===== config.mk =====
export PLATFORM = sky130hd
export DESIGN_NAME = cfg_image_loader
export DESIGN_NICKNAME = d
export VERILOG_FILES = /design/src/rtl/cfg_loader_pkg.sv /design/src/rtl/cfg_loader_ctrl.sv /design/src/rtl/cfg_loader_dp.sv /design/src/rtl/cfg_image_loader.sv
export SDC_FILE = /design/constraint.sdc
export NUM_CORES = 1
export LEC_CHECK = 0
export ABC_CLOCK_PERIOD_IN_PS = 5700
export BUFFER_PORTS_ARGS = -buffer_cell sky130_fd_sc_hd__buf_2
export CAP_MARGIN = 10
export CORE_MARGIN = 2
export CORE_UTILIZATION = 60
export CTS_CLUSTER_SIZE = 40
export DETAILED_ROUTE_END_ITERATION = 10
export PLACE_DENSITY = 0.8
export SKIP_LAST_GASP = 1
export SLEW_MARGIN = 20
export SYNTH_ARGS = -nofsm -noshare
export SYNTH_HDL_FRONTEND = slang
export SYNTH_SLANG_ARGS = --single-unit

===== constraint.sdc =====
create_clock -name clk -period 5.7 [get_ports clk]
set_clock_uncertainty 0.05 [all_clocks]
set_input_delay 0 -clock clk [delete_from_list [all_inputs] [get_ports clk]]
set_output_delay 0 -clock clk [all_outputs]
set_load 0.05 [all_outputs]

===== src/rtl/cfg_loader_pkg.sv =====
package cfg_loader_pkg;

  localparam logic [31:0] CRC_POLY_REFL = 32'hEDB8_8320;
  localparam logic [31:0] CRC_SEED      = 32'hFFFF_FFFF;

  typedef enum logic [2:0] {
    ST_LOCKED,
    ST_REJECT,
    ST_BLKID,
    ST_BLKLEN,
    ST_HDRCRC,
    ST_PAYLOAD,
    ST_PAYCRC,
    ST_GLOBCRC
  } loadState_e;

  // strobes from control to datapath, at most a few per cycle
  typedef struct packed {
    logic restart;   // good identifier seen
    logic hdrFirst;  // block ID word
    logic hdrNext;   // length word
    logic payFirst;  // first payload word
    logic payNext;   // later payload word
    logic globUpd;   // word belongs to global CRC
    logic chkHdr;    // header CRC word present
    logic chkPay;    // payload CRC word present
    logic finish;    // global CRC word present, commit verdict
    logic idFail;    // identifier mismatch, commit rejection
  } ldStrobe_t;

  // one 32-bit word through a reflected CRC-32, bit 0 first
  function automatic logic [31:0] crcStep(input logic [31:0] crcIn,
                                          input logic [31:0] word);
    logic [31:0] c;
    logic        fb;
    c = crcIn;
    for (int i = 0; i < 32; i++) begin
      fb = c[0] ^ word[i];
      c  = c >> 1;
      if (fb) c = c ^ CRC_POLY_REFL;
    end
    return c;
  endfunction

endpackage


===== src/rtl/cfg_loader_ctrl.sv =====
module cfg_loader_ctrl
  import cfg_loader_pkg::*;
#(
  parameter int LEN_W = 16
) (
  input  logic             clk,
  input  logic             rstN,
  input  logic             wrEn,
  input  logic             isBase,
  input  logic             idMatch,
  input  logic [LEN_W-1:0] lenIn,
  output ldStrobe_t        strobe
);

  loadState_e       state, nextState;
  logic [LEN_W-1:0] lenQ;
  logic [LEN_W-1:0] cntQ;
  logic             lastPay;

  assign lastPay = (cntQ == lenQ - 1'b1);

  always_comb begin
    strobe    = '0;
    nextState = state;
    if (wrEn) begin
      if (isBase) begin
        if (idMatch) begin
          strobe.restart = 1'b1;
          nextState      = ST_BLKID;
        end else begin
          strobe.idFail = 1'b1;
          nextState     = ST_REJECT;
        end
      end else begin
        unique case (state)
          ST_BLKID: begin
            strobe.hdrFirst = 1'b1;
            strobe.globUpd  = 1'b1;
            nextState       = ST_BLKLEN;
          end
          ST_BLKLEN: begin
            strobe.hdrNext = 1'b1;
            strobe.globUpd = 1'b1;
            nextState      = ST_HDRCRC;
          end
          ST_HDRCRC: begin
            strobe.chkHdr  = 1'b1;
            strobe.globUpd = 1'b1;
            nextState      = (lenQ == '0) ? ST_GLOBCRC : ST_PAYLOAD;
          end
          ST_PAYLOAD: begin
            strobe.payFirst = (cntQ == '0);
            strobe.payNext  = (cntQ != '0);
            strobe.globUpd  = 1'b1;
            if (lastPay) nextState = ST_PAYCRC;
          end
          ST_PAYCRC: begin
            strobe.chkPay  = 1'b1;
            strobe.globUpd = 1'b1;
            nextState      = ST_BLKID;
          end
          ST_GLOBCRC: begin
            strobe.finish = 1'b1;
            nextState     = ST_LOCKED;
          end
          default: nextState = state;
        endcase
      end
    end
  end

  always_ff @(posedge clk or negedge rstN) begin
    if (!rstN) begin
      state <= ST_LOCKED;
      lenQ  <= '0;
      cntQ  <= '0;
    end else begin
      state <= nextState;
      if (wrEn && !isBase) begin
        if (state == ST_BLKLEN) lenQ <= lenIn;
        if (state == ST_HDRCRC) cntQ <= '0;
        if (state == ST_PAYLOAD) cntQ <= cntQ + 1'b1;
      end
    end
  end

  // a locked loader ignores non-base writes
  assert_locked_ignores_R13: assert property (@(posedge clk) disable iff (!rstN)
    (state == ST_LOCKED && wrEn && !isBase) |=> state == ST_LOCKED);

  // a rejected load stays rejected until a base write
  assert_reject_holds_R3: assert property (@(posedge clk) disable iff (!rstN)
    (state == ST_REJECT && !(wrEn && isBase)) |=> state == ST_REJECT);

  // any base write starts over or rejects
  assert_base_restart_R4: assert property (@(posedge clk) disable iff (!rstN)
    (wrEn && isBase) |=> (state == ST_BLKID || state == ST_REJECT));

  // idle gaps keep parser state
  assert_gap_keeps_state_R5: assert property (@(posedge clk) disable iff (!rstN)
    !wrEn |=> ($stable(state) && $stable(cntQ) && $stable(lenQ)));

endmodule


===== src/rtl/cfg_loader_dp.sv =====
module cfg_loader_dp
  import cfg_loader_pkg::*;
#(
  parameter logic [31:0] DEVICE_ID = 32'hC0DE_0117,
  parameter int          SLOT_W    = 4
) (
  input  logic        clk,
  input  logic        rstN,
  input  logic [31:0] wrData,
  input  ldStrobe_t   strobe,
  output logic        idMatch,
  output logic [31:0] statusWord
);

  localparam int PAD_W = 28 - SLOT_W;

  logic [31:0]       hdrCrc, payCrc, globCrc;
  logic              localErr;
  logic              loadedQ, locErrQ, idErrQ, globErrQ;
  logic [SLOT_W-1:0] slotQ;
  logic              globOk;

  assign idMatch    = (wrData == DEVICE_ID);
  assign globOk     = (wrData == ~globCrc);
  assign statusWord = {loadedQ, locErrQ, idErrQ, globErrQ, {PAD_W{1'b0}}, slotQ};

  always_ff @(posedge clk or negedge rstN) begin
    if (!rstN) begin
      hdrCrc   <= CRC_SEED;
      payCrc   <= CRC_SEED;
      globCrc  <= CRC_SEED;
      localErr <= 1'b0;
      loadedQ  <= 1'b0;
      locErrQ  <= 1'b0;
      idErrQ   <= 1'b0;
      globErrQ <= 1'b0;
      slotQ    <= '0;
    end else begin
      if (strobe.restart) begin
        globCrc  <= CRC_SEED;
        localErr <= 1'b0;
      end
      if (strobe.hdrFirst) hdrCrc <= crcStep(CRC_SEED, wrData);
      if (strobe.hdrNext)  hdrCrc <= crcStep(hdrCrc, wrData);
      if (strobe.payFirst) payCrc <= crcStep(CRC_SEED, wrData);
      if (strobe.payNext)  payCrc <= crcStep(payCrc, wrData);
      if (strobe.globUpd)  globCrc <= crcStep(globCrc, wrData);
      if (strobe.chkHdr && (wrData != ~hdrCrc)) localErr <= 1'b1;
      if (strobe.chkPay && (wrData != ~payCrc)) localErr <= 1'b1;
      if (strobe.finish) begin
        loadedQ  <= globOk && !localErr;
        locErrQ  <= localErr;
        idErrQ   <= 1'b0;
        globErrQ <= !globOk;
        slotQ    <= slotQ + 1'b1;
      end
      if (strobe.idFail) begin
        loadedQ  <= 1'b0;
        locErrQ  <= 1'b0;
        idErrQ   <= 1'b1;
        globErrQ <= 1'b0;
        slotQ    <= slotQ + 1'b1;
      end
    end
  end

  // status moves only when an attempt ends
  assert_status_hold_R12: assert property (@(posedge clk) disable iff (!rstN)
    !(strobe.finish || strobe.idFail) |=> $stable(statusWord));

  // one step of the attempt counter per completed attempt
  assert_slot_step_R11: assert property (@(posedge clk) disable iff (!rstN)
    (strobe.finish || strobe.idFail) |=> slotQ == $past(slotQ) + 1'b1);

  // loaded never shown together with an error
  assert_loaded_clean_R8: assert property (@(posedge clk) disable iff (!rstN)
    statusWord[31] |-> statusWord[30:28] == 3'b000);

  // a cycle ends at most one attempt
  assert_single_outcome_R3: assert property (@(posedge clk) disable iff (!rstN)
    $onehot0({strobe.finish, strobe.idFail}));

endmodule


===== src/rtl/cfg_image_loader.sv =====
module cfg_image_loader
  import cfg_loader_pkg::*;
#(
  parameter int              ADDR_W    = 20,
  parameter logic [ADDR_W-1:0] BASE_ADDR = 20'h2_0000,
  parameter logic [31:0]     DEVICE_ID = 32'hC0DE_0117,
  parameter int              LEN_W     = 16
) (
  input  logic              clk,
  input  logic              rstN,
  input  logic              wrEn,
  input  logic [ADDR_W-1:0] wrAddr,
  input  logic [31:0]       wrData,
  output logic [31:0]       statusWord
);

  ldStrobe_t strobe;
  logic      isBase;
  logic      idMatch;

  assign isBase = (wrAddr == BASE_ADDR);

  cfg_loader_ctrl #(.LEN_W(LEN_W)) i_ctrl (
    .clk     (clk),
    .rstN    (rstN),
    .wrEn    (wrEn),
    .isBase  (isBase),
    .idMatch (idMatch),
    .lenIn   (wrData[LEN_W-1:0]),
    .strobe  (strobe)
  );

  cfg_loader_dp #(.DEVICE_ID(DEVICE_ID), .SLOT_W(4)) i_dp (
    .clk        (clk),
    .rstN       (rstN),
    .wrData     (wrData),
    .strobe     (strobe),
    .idMatch    (idMatch),
    .statusWord (statusWord)
  );

endmodule


# Yosys cells after proc, flatten, opt, wreduce, memory -nomap -nowiden
# Cells that the tools add are included.
# Widths: inputs -> output; s select.
[totals] reg_bits=140 in_bits=55 out_inout_bits=32 word_cells=721
[op_classes] add_sub_neg=3 eq_ne=13 muxes=353 bitwise=319 n_reduce_logical=21
[ops] cell="$mux 32" n=320
[ops] cell="$not 13->14" n=158
[ops] cell="$xor 1x1->1" n=158
[ops] cell="$not 32->32" n=3
[ops] cell="$ne 32x32->1" n=2
[ops] cell="$eq 32x32->1" n=1
[ops] cell="$eq 32x32->1 const B" n=1
[ops] cell="$logic_not 16->1" n=2
[ops] cell="$mux 16" n=2
[ops] cell="$mux 1" n=21
[ops] cell="$eq 20x18->1 const B" n=1
[ops] cell="$pmux 3 s6" n=1
[ops] cell="$add 16x1->16 const B" n=1
[ops] cell="$eq 16x16->1" n=1
[ops] cell="$reduce_bool 16->1" n=1
[ops] cell="$sub 16x1->16 const B" n=1
[ops] cell="$eq 3x3->1 const B" n=4
[ops] cell="$mux 10" n=1
[ops] cell="$reduce_bool 2->1" n=5
[ops] cell="$mux 4" n=2
[ops] cell="$mux 8" n=1
[ops] cell="$reduce_bool 7->1" n=1
[ops] cell="$eq 3x2->1 const B" n=2
[ops] cell="$mux 2" n=3
[ops] cell="9 further kinds" n=16

# Longest topological paths before layout
# Gate-level depths: netlist (run 1).
[depth] depth_word=100 depth_mapped=14 depth_no_buf=12

# By module
# Synthesis (run 1) repeated with hierarchy kept, for this count alone.
[hier_totals] hier_cells=1910 area_unflattened_um2=19705.1
[modules_own_cells] module="cfg_loader_dp" n_inst=1 cells_per_inst=1646 area_per_inst_um2=17400.4 seq_area_each_um2=2747.6
[modules_own_cells] module="cfg_loader_ctrl" n_inst=1 cells_per_inst=256 area_per_inst_um2=2239.6 seq_area_each_um2=875.8
[modules_own_cells] module="cfg_image_loader" n_inst=1 cells_per_inst=8 area_per_inst_um2=65.1 seq_area_each_um2=0.0

# Worst setup path before layout (run 1)
# Ideal clock, no wire load.
[synth_path] path_type="reg2reg" from="register i_dp.payCrc[0]" to="register i_dp.payCrc[17]" arrival_ns=4.265 required_time_ns=5.564 slack_ns=1.299 path_stages_with_launch=12 period_less_slack_ns=4.401 cell_sequence="dfstp_2 clkbuf_1 xnor2_1 xnor3_2 xnor3_2 xnor3_1 xor2_1 xor3_2 xnor2_1 xnor3_1 mux2i_1 o21ai_1"
[synth_via] elab_chain_len=77 elab_cells_between_ends=109
[synth_lines] element="start, declared" line_no="cfg_loader_dp.sv:17" source="logic [31:0] hdrCrc, payCrc, globCrc;"
[synth_lines] element="start signal, assigned" line_no="cfg_loader_dp.sv:45" source="if (strobe.payFirst) payCrc <= crcStep(CRC_SEED, wrData);"
[synth_lines] element="start signal, assigned" line_no="cfg_loader_dp.sv:46" source="if (strobe.payNext) payCrc <= crcStep(payCrc, wrData);"
[synth_lines] element="$xor 1x1->1 *" line_no="cfg_loader_pkg.sv:38" source="fb = c[0] ^ word[i];"
[synth_lines] element="$mux 32 *" line_no="cfg_loader_pkg.sv:40" source="if (fb) c = c ^ CRC_POLY_REFL;"
[synth_lines] element="$mux 32 *" line_no="cfg_loader_dp.sv:46"
[synth_lines] element="$mux 32 *" line_no="cfg_loader_pkg.sv:40"
[synth_lines] element="$mux 32 *" line_no="cfg_loader_dp.sv:46"
[synth_lines] element="$mux 32 *" line_no="cfg_loader_pkg.sv:40"
[synth_lines] element="$mux 32 *" line_no="cfg_loader_dp.sv:46"
[synth_lines] element="$not 13->14 (no source line) (tied with other cells)"
[synth_lines] element="[... 61 more ...]"
[synth_lines] element="$mux 32 *" line_no="cfg_loader_dp.sv:46"
[synth_lines] element="$not 13->14 (no source line)"
[synth_lines] element="$mux 32 *" line_no="cfg_loader_pkg.sv:40"
[synth_lines] element="$mux 32 *" line_no="cfg_loader_dp.sv:46"
[synth_lines] element="$mux 32 *" line_no="cfg_loader_pkg.sv:40"
[synth_lines] element="$mux 32 *" line_no="cfg_loader_dp.sv:46"
[synth_lines] element="$mux 32 *" line_no="cfg_loader_pkg.sv:40"
[synth_lines] element="$mux 32 *" line_no="cfg_loader_dp.sv:46"
# Every way passes the cells marked *. The select of a mux whose other input is x is not followed.
# A chain may end at the register's enable or synchronous reset.

# Final worst setup path (run 1)
[layout_path] from="input wrData[3]" to="register i_dp.payCrc[17]"
[layout_via] elab_chain_len=71 elab_cells_between_ends=196
[layout_lines] element="start, declared" line_no="cfg_image_loader.sv:13" source="input logic [31:0] wrData,"
[layout_lines] element="$xor 1x1->1" line_no="cfg_loader_pkg.sv:38"
[layout_lines] element="$mux 32" line_no="cfg_loader_pkg.sv:40"
[layout_lines] element="$mux 32" line_no="cfg_loader_dp.sv:45"
[layout_lines] element="$mux 32 / $not 13->14 (equally long branches)"
[layout_lines] element="$mux 32, on equally long branches" line_no="cfg_loader_dp.sv:45, cfg_loader_pkg.sv:40"
[layout_lines] element="$mux 32, on equally long branches" line_no="cfg_loader_pkg.sv:40, cfg_loader_dp.sv:45"
[layout_lines] element="$mux 32, on equally long branches" line_no="cfg_loader_dp.sv:45, cfg_loader_pkg.sv:40"
[layout_lines] element="$mux 32 (tied with other cells)" line_no="cfg_loader_pkg.sv:40"
[layout_lines] element="[... 55 more ...]"
[layout_lines] element="$not 13->14 (no source line)"
[layout_lines] element="$mux 32" line_no="cfg_loader_pkg.sv:40"
[layout_lines] element="$mux 32" line_no="cfg_loader_dp.sv:45"
[layout_lines] element="$mux 32" line_no="cfg_loader_pkg.sv:40"
[layout_lines] element="$mux 32" line_no="cfg_loader_dp.sv:45"
[layout_lines] element="$mux 32" line_no="cfg_loader_pkg.sv:40"
[layout_lines] element="$mux 32" line_no="cfg_loader_dp.sv:45"
[layout_lines] element="$mux 32 *" line_no="cfg_loader_dp.sv:46"
# Mark *: on every way between the ends. The rest lies on a longest branch, timed or not. The select of a mux whose other input is x is not followed.

==> results_dict.tcl, run 1 <==
set metrics [dict create \
    status "completed" \
    drc_errors 0 \
    clock-sinks 140 \
    slowest_delay_ns 0.95 \
    vias 13900 \
    ys_ff_latch 140 \
    drive_gt1_frac 0.158 \
    path_cells "dlygate4sd3_1 > buf_2 > xnor2_1 > xnor3_1 > xor3_1 > xor2_1 > xor2_1 > xor3_2 > xnor2_1 > xnor3_1 > mux2i_1 > o21ai_1" \
    chipWidth_um 185 \
    portBuffers 62 \
    vias_per_cell 5.94 \
    hp-start "wrData[14]" \
    final_hold_viol_count 0 \
    totalWireLength_um 62000 \
    max-cap-violations 0 \
    fmax_ghz 0.194 \
    clock_path_buffers 2 \
    core_area_mm2 0.0325 \
    worstSetupPathType "primary input to flip-flop" \
    reg2reg_to "i_dp.globCrc[20]" \
    r2r_start "i_dp.globCrc[0]" \
    first_pass_iters 6 \
    crit_arrival_ns 5.49 \
    cts.htree.levels 4 \
    hold_depth 2 \
    cts_buffers 17 \
    setup_tns_ns 0 \
    dp_hpwl_um 48700 \
    start_util 0.607 \
    io_pins 87 \
    synth-edff-count 0 \
    overflow 0 \
    synth-async-reset-ratio 1.00 \
    rsz0062_at_grt "false" \
    grt_pass1_vias 13900 \
    reg2reg_depth 10 \
    grt_pass1_wl_um 91400 \
    antenna_found_initial 0 \
    fillers 2627 \
    timing.final.crit_share 0.906 \
    netlist_area_mm2 0.0197 \
    final-seq-area_mm2 0.00362 \
    timing.hold.ws_ns 0.0185 \
    cts-root-buf "clkbuf_16" \
    path_max_fanout 14 \
    die_area_mm2 0.0343 \
    antenna_cells 0 \
    hold_path.class "primary input to flip-flop" \
    slew_viol_final 0 \
    yosys_warnings 0 \
    final_common_cell "xnor2_1" \
    r2r_slack_ns 0.86 \
    setup_viol 0 \
    die_h_um 185 \
    area_delta_synth_final_pct 6.40 \
    yosysUniqueCellTypes 65 \
    holdPathEnd "i_ctrl.lenQ[14]" \
    grtUsageTotal 0.374 \
    path_clk_slew_ns 0.07 \
    globalplace.congestion 1.00 \
    final_util 0.645 \
    avgSynthCellArea_um2 10.6 \
    endpoint_kind "flip-flop" \
    final_cell_mix "xnor2_1, xor2_1, xnor3_1, dfstp_2, nand2_1" \
    netlist_instances 1861 \
    multiInputGateArea_mm2 0.0155 \
    worstMarginPinSlew_ns 1.13 \
    routedWlPerCell_um 26.4 \
    synth_ff_type "dfstp_2" \
    layout_min_cycle_time_ns 5.16 \
    startpoint_type "primary input" \
    drt-initial-drc-count 1486 \
    slew_headroom 0.243 \
    cp.required_ns 6.02 \
    cts_tree "built" \
    finalNonFillerCells 2346 \
    crit_slowest_cell "xnor2_1" \
    dpl.cell_count 2309 \
    insertion_delay_ns 0.47 \
    rows 66 \
    route.antenna.remaining_nets 0 \
    yosysSeqAreaShare 0.184 \
    finalNetCount 1960 \
    grt_max_degree 74 \
]
[synthesized netlist by cell type, types with 3 or more instances]
cell type	number	area, µm²
xor3_1	23	547
xnor3_2	4	95.1
mux2_2	15	169
dfrtp_1	44	1100
a22oi_1	3	22.5
buf_4	35	263
a21oi_1	49	245
dfstp_2	96	2520
xnor2_4	3	82.6
nor4_1	25	156
nor4b_1	4	35.0
xor2_2	17	277
buf_2	11	55.1
nand4b_1	3	26.3
ha_1	14	175
a21o_1	4	30.0
or4_1	5	37.5
o21ai_0	79	395
nor2_1	73	274
xor2_1	186	1630
nand3_1	15	75.1
nor3b_1	4	30.0
clkbuf_1	65	244
xnor2_2	22	358
xor3_2	5	125
o21ai_1	6	30.0
nand4_1	13	81.3
nor3_1	19	95.1
nand2b_1	3	18.8
mux2i_1	33	330
nand2_1	94	353
xnor3_1	157	3540
or3_1	4	25.0
and3_1	5	31.3
xnor2_1	657	5750
buf_1	5	18.8
inv_1	16	60.1
o22a_1	14	123
[stage by stage]
stage                     instance area (µm²)  worst slack [ns]
after floorplan                         19800              1.30
after global placement                  20300             0.819
after detailed placement                20300             0.771
after CTS                               20900             0.691
after global routing                    20900             0.440
final                                   20900             0.536
[flip-flops by register name, summed over array words and instances, names as in the netlist]
name	flops
i_ctrl.cntQ	16
i_dp.globErrQ	1
i_dp.locErrQ	1
i_dp.localErr	1
i_ctrl.lenQ	16
i_ctrl.state	3
i_dp.loadedQ	1
i_dp.idErrQ	1
i_dp.hdrCrc	32
i_dp.slotQ	4
i_dp.globCrc	32
i_dp.payCrc	32
[repair_timing]
| item | in CTS | in global routing |
|---|---|---|
| resized for setup | 0 | 0 |
| endpoints found under the setup margin | 0 | 0 |
| setup buffers | 0 | 0 |
| hold endpoints to repair | 78 | 0 |
| hold buffers | 5 | 0 |
[logic make-up after synthesis]
group	synth area share
compound gates	0.0496
xor+xnor	0.631
fa+ha+maj	0.00890
buf+inv	0.0336
flops	0.184
mux	0.0254
other cells	0.000190
simple gates	0.0670
[critical path, delay by kind of cell]
family,cells,cell delay (ns)
AOI/OAI and AO/OA,1,0.07
xor gates and xnor gates,8,4.43
muxes,1,0.15
buffers and inverters,2,0.80
[layer usage]
metal | part of all wire | wire length [µm] | track usage
met5 | 0 | 0 | 0
met1 | 0.41 | 25100 | 0.504
met4 | 0.052 | 3200 | 0.186
met3 | 0.084 | 5190 | 0.0513
met2 | 0.46 | 28500 | 0.592
[final cells by class]
cell class                      count  share of cell area
Multi-Input combinational cell   1609               0.740
Sequential cell                   140               0.173
Timing Repair Buffer              106              0.0315
Tap cell                          442              0.0264
Clock buffer                       17              0.0203
Clock inverter                     15             0.00615
Inverter                           17             0.00305
[how the worst max path moves through the flow]
stage | start | endpoint | slack, ns
global placement | wrData[0] | i_dp.globCrc[8] | 0.82
floorplan | i_dp.payCrc[0] | i_dp.payCrc[17] | 1.30
detailed placement | wrData[3] | i_dp.payCrc[17] | 0.77
CTS | wrData[3] | i_dp.payCrc[17] | 0.69
global route | wrData[3] | i_dp.payCrc[17] | 0.44
finish | wrData[3] | i_dp.payCrc[17] | 0.54
Power of run 1 is not shown: default switching activity piles up to over one toggle a cycle in this logic, so the estimate is an artifact.
==> run 2, diff against run 1 <==
--- a/config.mk
+++ b/config.mk
@@ -9,10 +9,10 @@
 export BUFFER_PORTS_ARGS = -buffer_cell sky130_fd_sc_hd__buf_2
 export CAP_MARGIN = 10
 export CORE_MARGIN = 2
-export CORE_UTILIZATION = 60
+export CORE_UTILIZATION = 55
 export CTS_CLUSTER_SIZE = 40
 export DETAILED_ROUTE_END_ITERATION = 10
-export PLACE_DENSITY = 0.8
+export PLACE_DENSITY = 0.74
 export SKIP_LAST_GASP = 1
 export SLEW_MARGIN = 20
 export SYNTH_ARGS = -nofsm -noshare
==> run 2 against run 1 <==
Net effect: critical path depth unchanged; sequential share of layout area decreased by 0.10 points; global-route usage decreased by 3.6 points; cell area increased by 0.59%; routed wire length decreased by 2.0%; sequential cell count unchanged; critical endpoint is now i_dp.payCrc[19]; largest cell class unchanged; highest routed layer unchanged.
==> results_dict.tcl, run 2 (synthesis gave the netlist of run 1 again) <==
set metrics [dict create \
    cts-hold-fix-buffers 8 \
    final_util 0.595 \
    dp_hpwl_um 47900 \
    io_pins 87 \
    die_h_um 193 \
    route.antenna.remaining_nets 0 \
    globalplace.congestion 1.04 \
    timing.final.crit_share 0.920 \
    hold_path.class "primary input to flip-flop" \
    layout_min_cycle_time_ns 5.25 \
    cts.htree.levels 4 \
    slew_headroom 0.228 \
    drive_gt1_frac 0.158 \
    chipWidth_um 193 \
    vias_per_cell 5.87 \
    insertion_delay_ns 0.47 \
    die_area_mm2 0.0373 \
    endpoint_kind "flip-flop" \
    crit_arrival_ns 5.56 \
    cts-root-buf "clkbuf_16" \
    antenna_found_initial 0 \
    cp.required_ns 6.02 \
    final-seq-area_mm2 0.00362 \
    portBuffers 62 \
    multiInputGateArea_mm2 0.0155 \
    setup_viol 0 \
    drt-initial-drc-count 1361 \
    status "completed" \
    vias 13900 \
    worstSetupPathType "primary input to flip-flop" \
    startpoint_type "primary input" \
    fmax_ghz 0.191 \
    area_delta_synth_final_pct 7.02 \
    setup_tns_ns 0 \
    path_clk_slew_ns 0.07 \
    worstMarginPinSlew_ns 1.15 \
    grt_pass1_wl_um 90900 \
    core_area_mm2 0.0354 \
    cts_tree "built" \
    cts_setup_buffers 0 \
    final_common_cell "xnor2_1" \
    cts_buffers 17 \
    grt_pass1_vias 14100 \
    routedWlPerCell_um 25.7 \
    final_hold_viol_count 0 \
    overflow 0 \
    start_util 0.556 \
    fillers 3019 \
    ctsResizeCount 0 \
    drc_errors 0 \
    finalNetCount 1965 \
    rows 69 \
    grtUsageTotal 0.338 \
    antenna_cells 0 \
    totalWireLength_um 60800 \
    rsz0062_at_grt "false" \
    path_max_fanout 14 \
    top_regs "i_dp.globCrc: 32 flops, i_dp.hdrCrc: 32 flops, i_dp.payCrc: 32 flops" \
    final_cell_mix "xnor2_1, xor2_1, xnor3_1, dfstp_2, nand2_1" \
    clock_path_buffers 2 \
    first_pass_iters 7 \
    clock-sinks 140 \
    grt_max_degree 61 \
    max-cap-violations 0 \
    slew_viol_final 0 \
]
==> run 2: cell count changes in the layout (fill, tap and decap cells not counted), moves of 2 or more <==
cell,before,now
inv_8,2,4
clkinv_2,3,1
dlygate4sd3_1,5,8
buf_4,39,41
bufinv_16,0,2
clkinvlp_4,3,0
==> run 2: metal layers <==
metal	GRT usage	routed length [µm]	up-vias
li1	-	-	6170
met1	0.465	25700	6949
met2	0.538	28300	671
met3	0.0512	4460	123
met4	0.130	2320	0
met5	0	0	-
==> run 2: stage by stage <==
step	setup slack [ns]	area, µm²	hold slack, ns	cells
after detailed placement	0.685	20400	0.242	2330
after floorplan	1.30	19800	-0.346	1884
final	0.454	21100	0.00273	2370
after global placement	0.795	20400	0.238	2330
after CTS	0.591	21100	0.00501	2370
after global routing	0.419	21100	0.0102	2370
==> run 2: area by class of cell <==
| class | count | area share |
|---|---|---|
| clock buffer | 18 | 0.0208 |
| clock inverter | 14 | 0.00814 |
| inverter | 17 | 0.00303 |
| multi-input combinational | 1609 | 0.735 |
| sequential | 140 | 0.172 |
| tap | 461 | 0.0274 |
| timing repair buffer | 111 | 0.0334 |
==> run 2: critical path, cell delays in order <==
cell and delay (ns):
dlygate4sd3_1 0.53, buf_2 0.27, xnor2_1 0.97, xnor3_1 0.56, xnor3_2 0.54, xnor2_4 0.38, xnor3_1 0.53, xnor3_2 0.57
xor3_1 0.57, xnor2_1 0.18, xnor2_1 0.33, a21oi_1 0.12
==> run 2: path summary, 6_finish.rpt <==
check / to / slack (ns) / startpoint / depth (start not counted)
max: i_dp.payCrc[19] / 0.45 / wrData[3] / 12
max reg2reg: i_dp.payCrc[19] / 0.84 / i_dp.payCrc[2] / 10
min reg2reg: i_dp.slotQ[3] / 0.43 / i_dp.slotQ[3] / 1
min: i_ctrl.state[0] / 0.003 / wrAddr[0] / 4
max in group asynchronous: i_ctrl.state[0] / 4.53 / rstN / 3
min in group asynchronous: i_dp.payCrc[22] / 0.28 / rstN / 2
Power of run 2 is left out for the same reason.
==> run 3, diff against run 2 <==
--- a/config.mk
+++ b/config.mk
@@ -12,6 +12,7 @@
 export CORE_UTILIZATION = 55
 export CTS_CLUSTER_SIZE = 40
 export DETAILED_ROUTE_END_ITERATION = 10
+export GPL_TIMING_DRIVEN = 0
 export PLACE_DENSITY = 0.74
 export SKIP_LAST_GASP = 1
 export SLEW_MARGIN = 20
==> constraint.sdc (replaced) <==
create_clock -name clk -period 5.7 [get_ports clk]
set_clock_uncertainty 0.05 [all_clocks]
set_input_delay 0 -clock clk [delete_from_list [all_inputs] [get_ports clk]]
set_output_delay 0 -clock clk [all_outputs]
set_load 0.1 [all_outputs]
==> run 3 against run 2 <==
Net effect: global-route usage rose by 0.47 points; cell count increased by 2.1%; sequential share of layout area decreased by 0.094 points; fmax grew 0.17%; first-iteration DRC count down 0.22%; routed wire length is 1.6% higher; register-to-register slack worse by 0.38 ns; critical path type is now flip-flop to flip-flop; largest cell class unchanged.
==> results_dict.tcl, run 3 (synthesis gave the netlist of run 1 again) <==
set metrics [dict create \
    setup_tns_ns 0 \
    hold_path.class "primary input to flip-flop" \
    totalWireLength_um 61800 \
    fmax_ghz 0.191 \
    overflow 0 \
    cts_buffers 17 \
    critPathLaunch "i_dp.globCrc[2]" \
    worst_path_most_repeated_cell "xnor2_1" \
    startpoint_type "flip-flop" \
    antenna_found_initial 1 \
    cp_top_family "XOR/XNOR gates" \
    top_regs "i_dp.globCrc: 32 flops, i_dp.hdrCrc: 32 flops, i_dp.payCrc: 32 flops" \
    dp_hpwl_um 49200 \
    ctsResizeCount 0 \
    grt_pass1_wl_um 91500 \
    reg2reg_to "i_dp.globCrc[21]" \
    final_cell_mix "xnor2_1, xor2_1, xnor3_1, dfstp_2, nand2_1" \
    die_area_mm2 0.0373 \
    cts.htree.levels 4 \
    grt_pass1_vias 14000 \
    r2r_start "i_dp.globCrc[2]" \
    cp.required_ns 6.03 \
    crit_path_end "i_dp.globCrc[21]" \
    max-cap-violations 0 \
    path_max_fanout 6 \
    setup_viol 0 \
    crit_slowest_cell "xnor2_1" \
    status "completed" \
    cts_tree "built" \
    r2r_slack_ns 0.46 \
    slowest_delay_ns 0.79 \
    route.antenna.remaining_nets 0 \
    fillers 3024 \
    endpoint_kind "flip-flop" \
    globalplace.congestion 1.05 \
    portBuffers 38 \
    cp_num_buf_inv 1 \
    clock-sinks 140 \
    drive_gt1_frac 0.145 \
    rsz0062_at_grt "false" \
    finalNetCount 2014 \
    path_cells "clkbuf_1 > xor2_1 > xor2_1 > xnor2_1 > xor2_1 > xnor2_1 > xor3_2 > xnor2_1 > xnor2_1 > xnor3_1 > o22a_1" \
    final_common_cell "xnor2_1" \
    vias_per_cell 5.83 \
    area_delta_synth_final_pct 7.58 \
    die_h_um 193 \
    worstSetupPathType "flip-flop to flip-flop" \
    final_util 0.598 \
    slew_viol_final 0 \
    rows 69 \
    first_pass_iters 5 \
    cts-root-buf "clkbuf_16" \
    worstMarginPinSlew_ns 1.24 \
    timing.final.crit_share 0.919 \
    final_hold_viol_count 0 \
    antenna_cells 0 \
    chipWidth_um 193 \
    vias 14100 \
    reg2reg_depth 11 \
    layout_min_cycle_time_ns 5.24 \
    core_area_mm2 0.0354 \
    drt-initial-drc-count 1358 \
    start_util 0.556 \
    path_depth 11 \
    slew_headroom 0.168 \
    clock_path_buffers 2 \
    drc_errors 0 \
    path_clk_slew_ns 0.07 \
    io_pins 87 \
    grtUsageTotal 0.342 \
    grt_max_degree 73 \
    routedWlPerCell_um 25.5 \
    crit_arrival_ns 5.57 \
    insertion_delay_ns 0.46 \
]
## run 3: layout make-up
| type | instances | area (µm²) | share of cell area |
|---|---|---|---|
| Clock inverter | 14 | 134 | 0.00632 |
| Clock buffer | 18 | 429 | 0.0203 |
| Inverter | 17 | 63.8 | 0.00301 |
| Tap cell | 461 | 577 | 0.0272 |
| Sequential cell | 140 | 3620 | 0.171 |
| Timing Repair Buffer | 42 | 258 | 0.0122 |
| Buffer | 118 | 597 | 0.0282 |
| Multi-Input combinational cell | 1609 | 15500 | 0.732 |
## run 3: worst min path at each step
stage | start | endpoint | slack (ns) | depth (start not counted)
floorplan | rstN | i_ctrl.cntQ[0] | -0.35 | 0
global placement | wrEn | i_ctrl.state[2] | 0.27 | 4
detailed placement | rstN | i_ctrl.lenQ[9] | -0.02 | 1
CTS | wrAddr[7] | i_ctrl.state[0] | 0.02 | 4
global route | wrData[12] | i_ctrl.lenQ[12] | 0.02 | 2
finish | wrAddr[7] | i_ctrl.state[0] | 0.03 | 4
## run 3: per-stage QoR
stage	area [µm²]	setup slack [ns]	hold WS (ns)	std cells
2_1_floorplan	19800	1.30	-0.346	1884
3_3_place_gp	20500	0.368	0.268	2383
3_5_place_dp	20600	0.302	-0.0205	2384
4_1_cts	21200	0.493	0.0170	2419
5_1_grt	21200	0.199	0.0232	2419
6_report	21200	0.463	0.0301	2419
## run 3: per-layer routing
layer  vias to the layer above  track usage  part of all wire
li1                       6271            -                 -
met1                      6984        0.473              0.42
met2                       694        0.532              0.45
met3                       160       0.0614             0.082
met4                         0        0.144             0.046
met5                         -            0                 0
## run 3: worst min-delay path, stage by stage
cell	delay (ns)
buf_2	0.07
nor4_1	0.04
nand3_1	0.19
a221o_1	0.19
## run 3: timing repair
item                                   in CTS  in global routing
endpoints found under the hold margin      98                  0
hold buffers                                3                  0
buffers inserted                            0                  0
Power of run 3 is left out for the same reason.
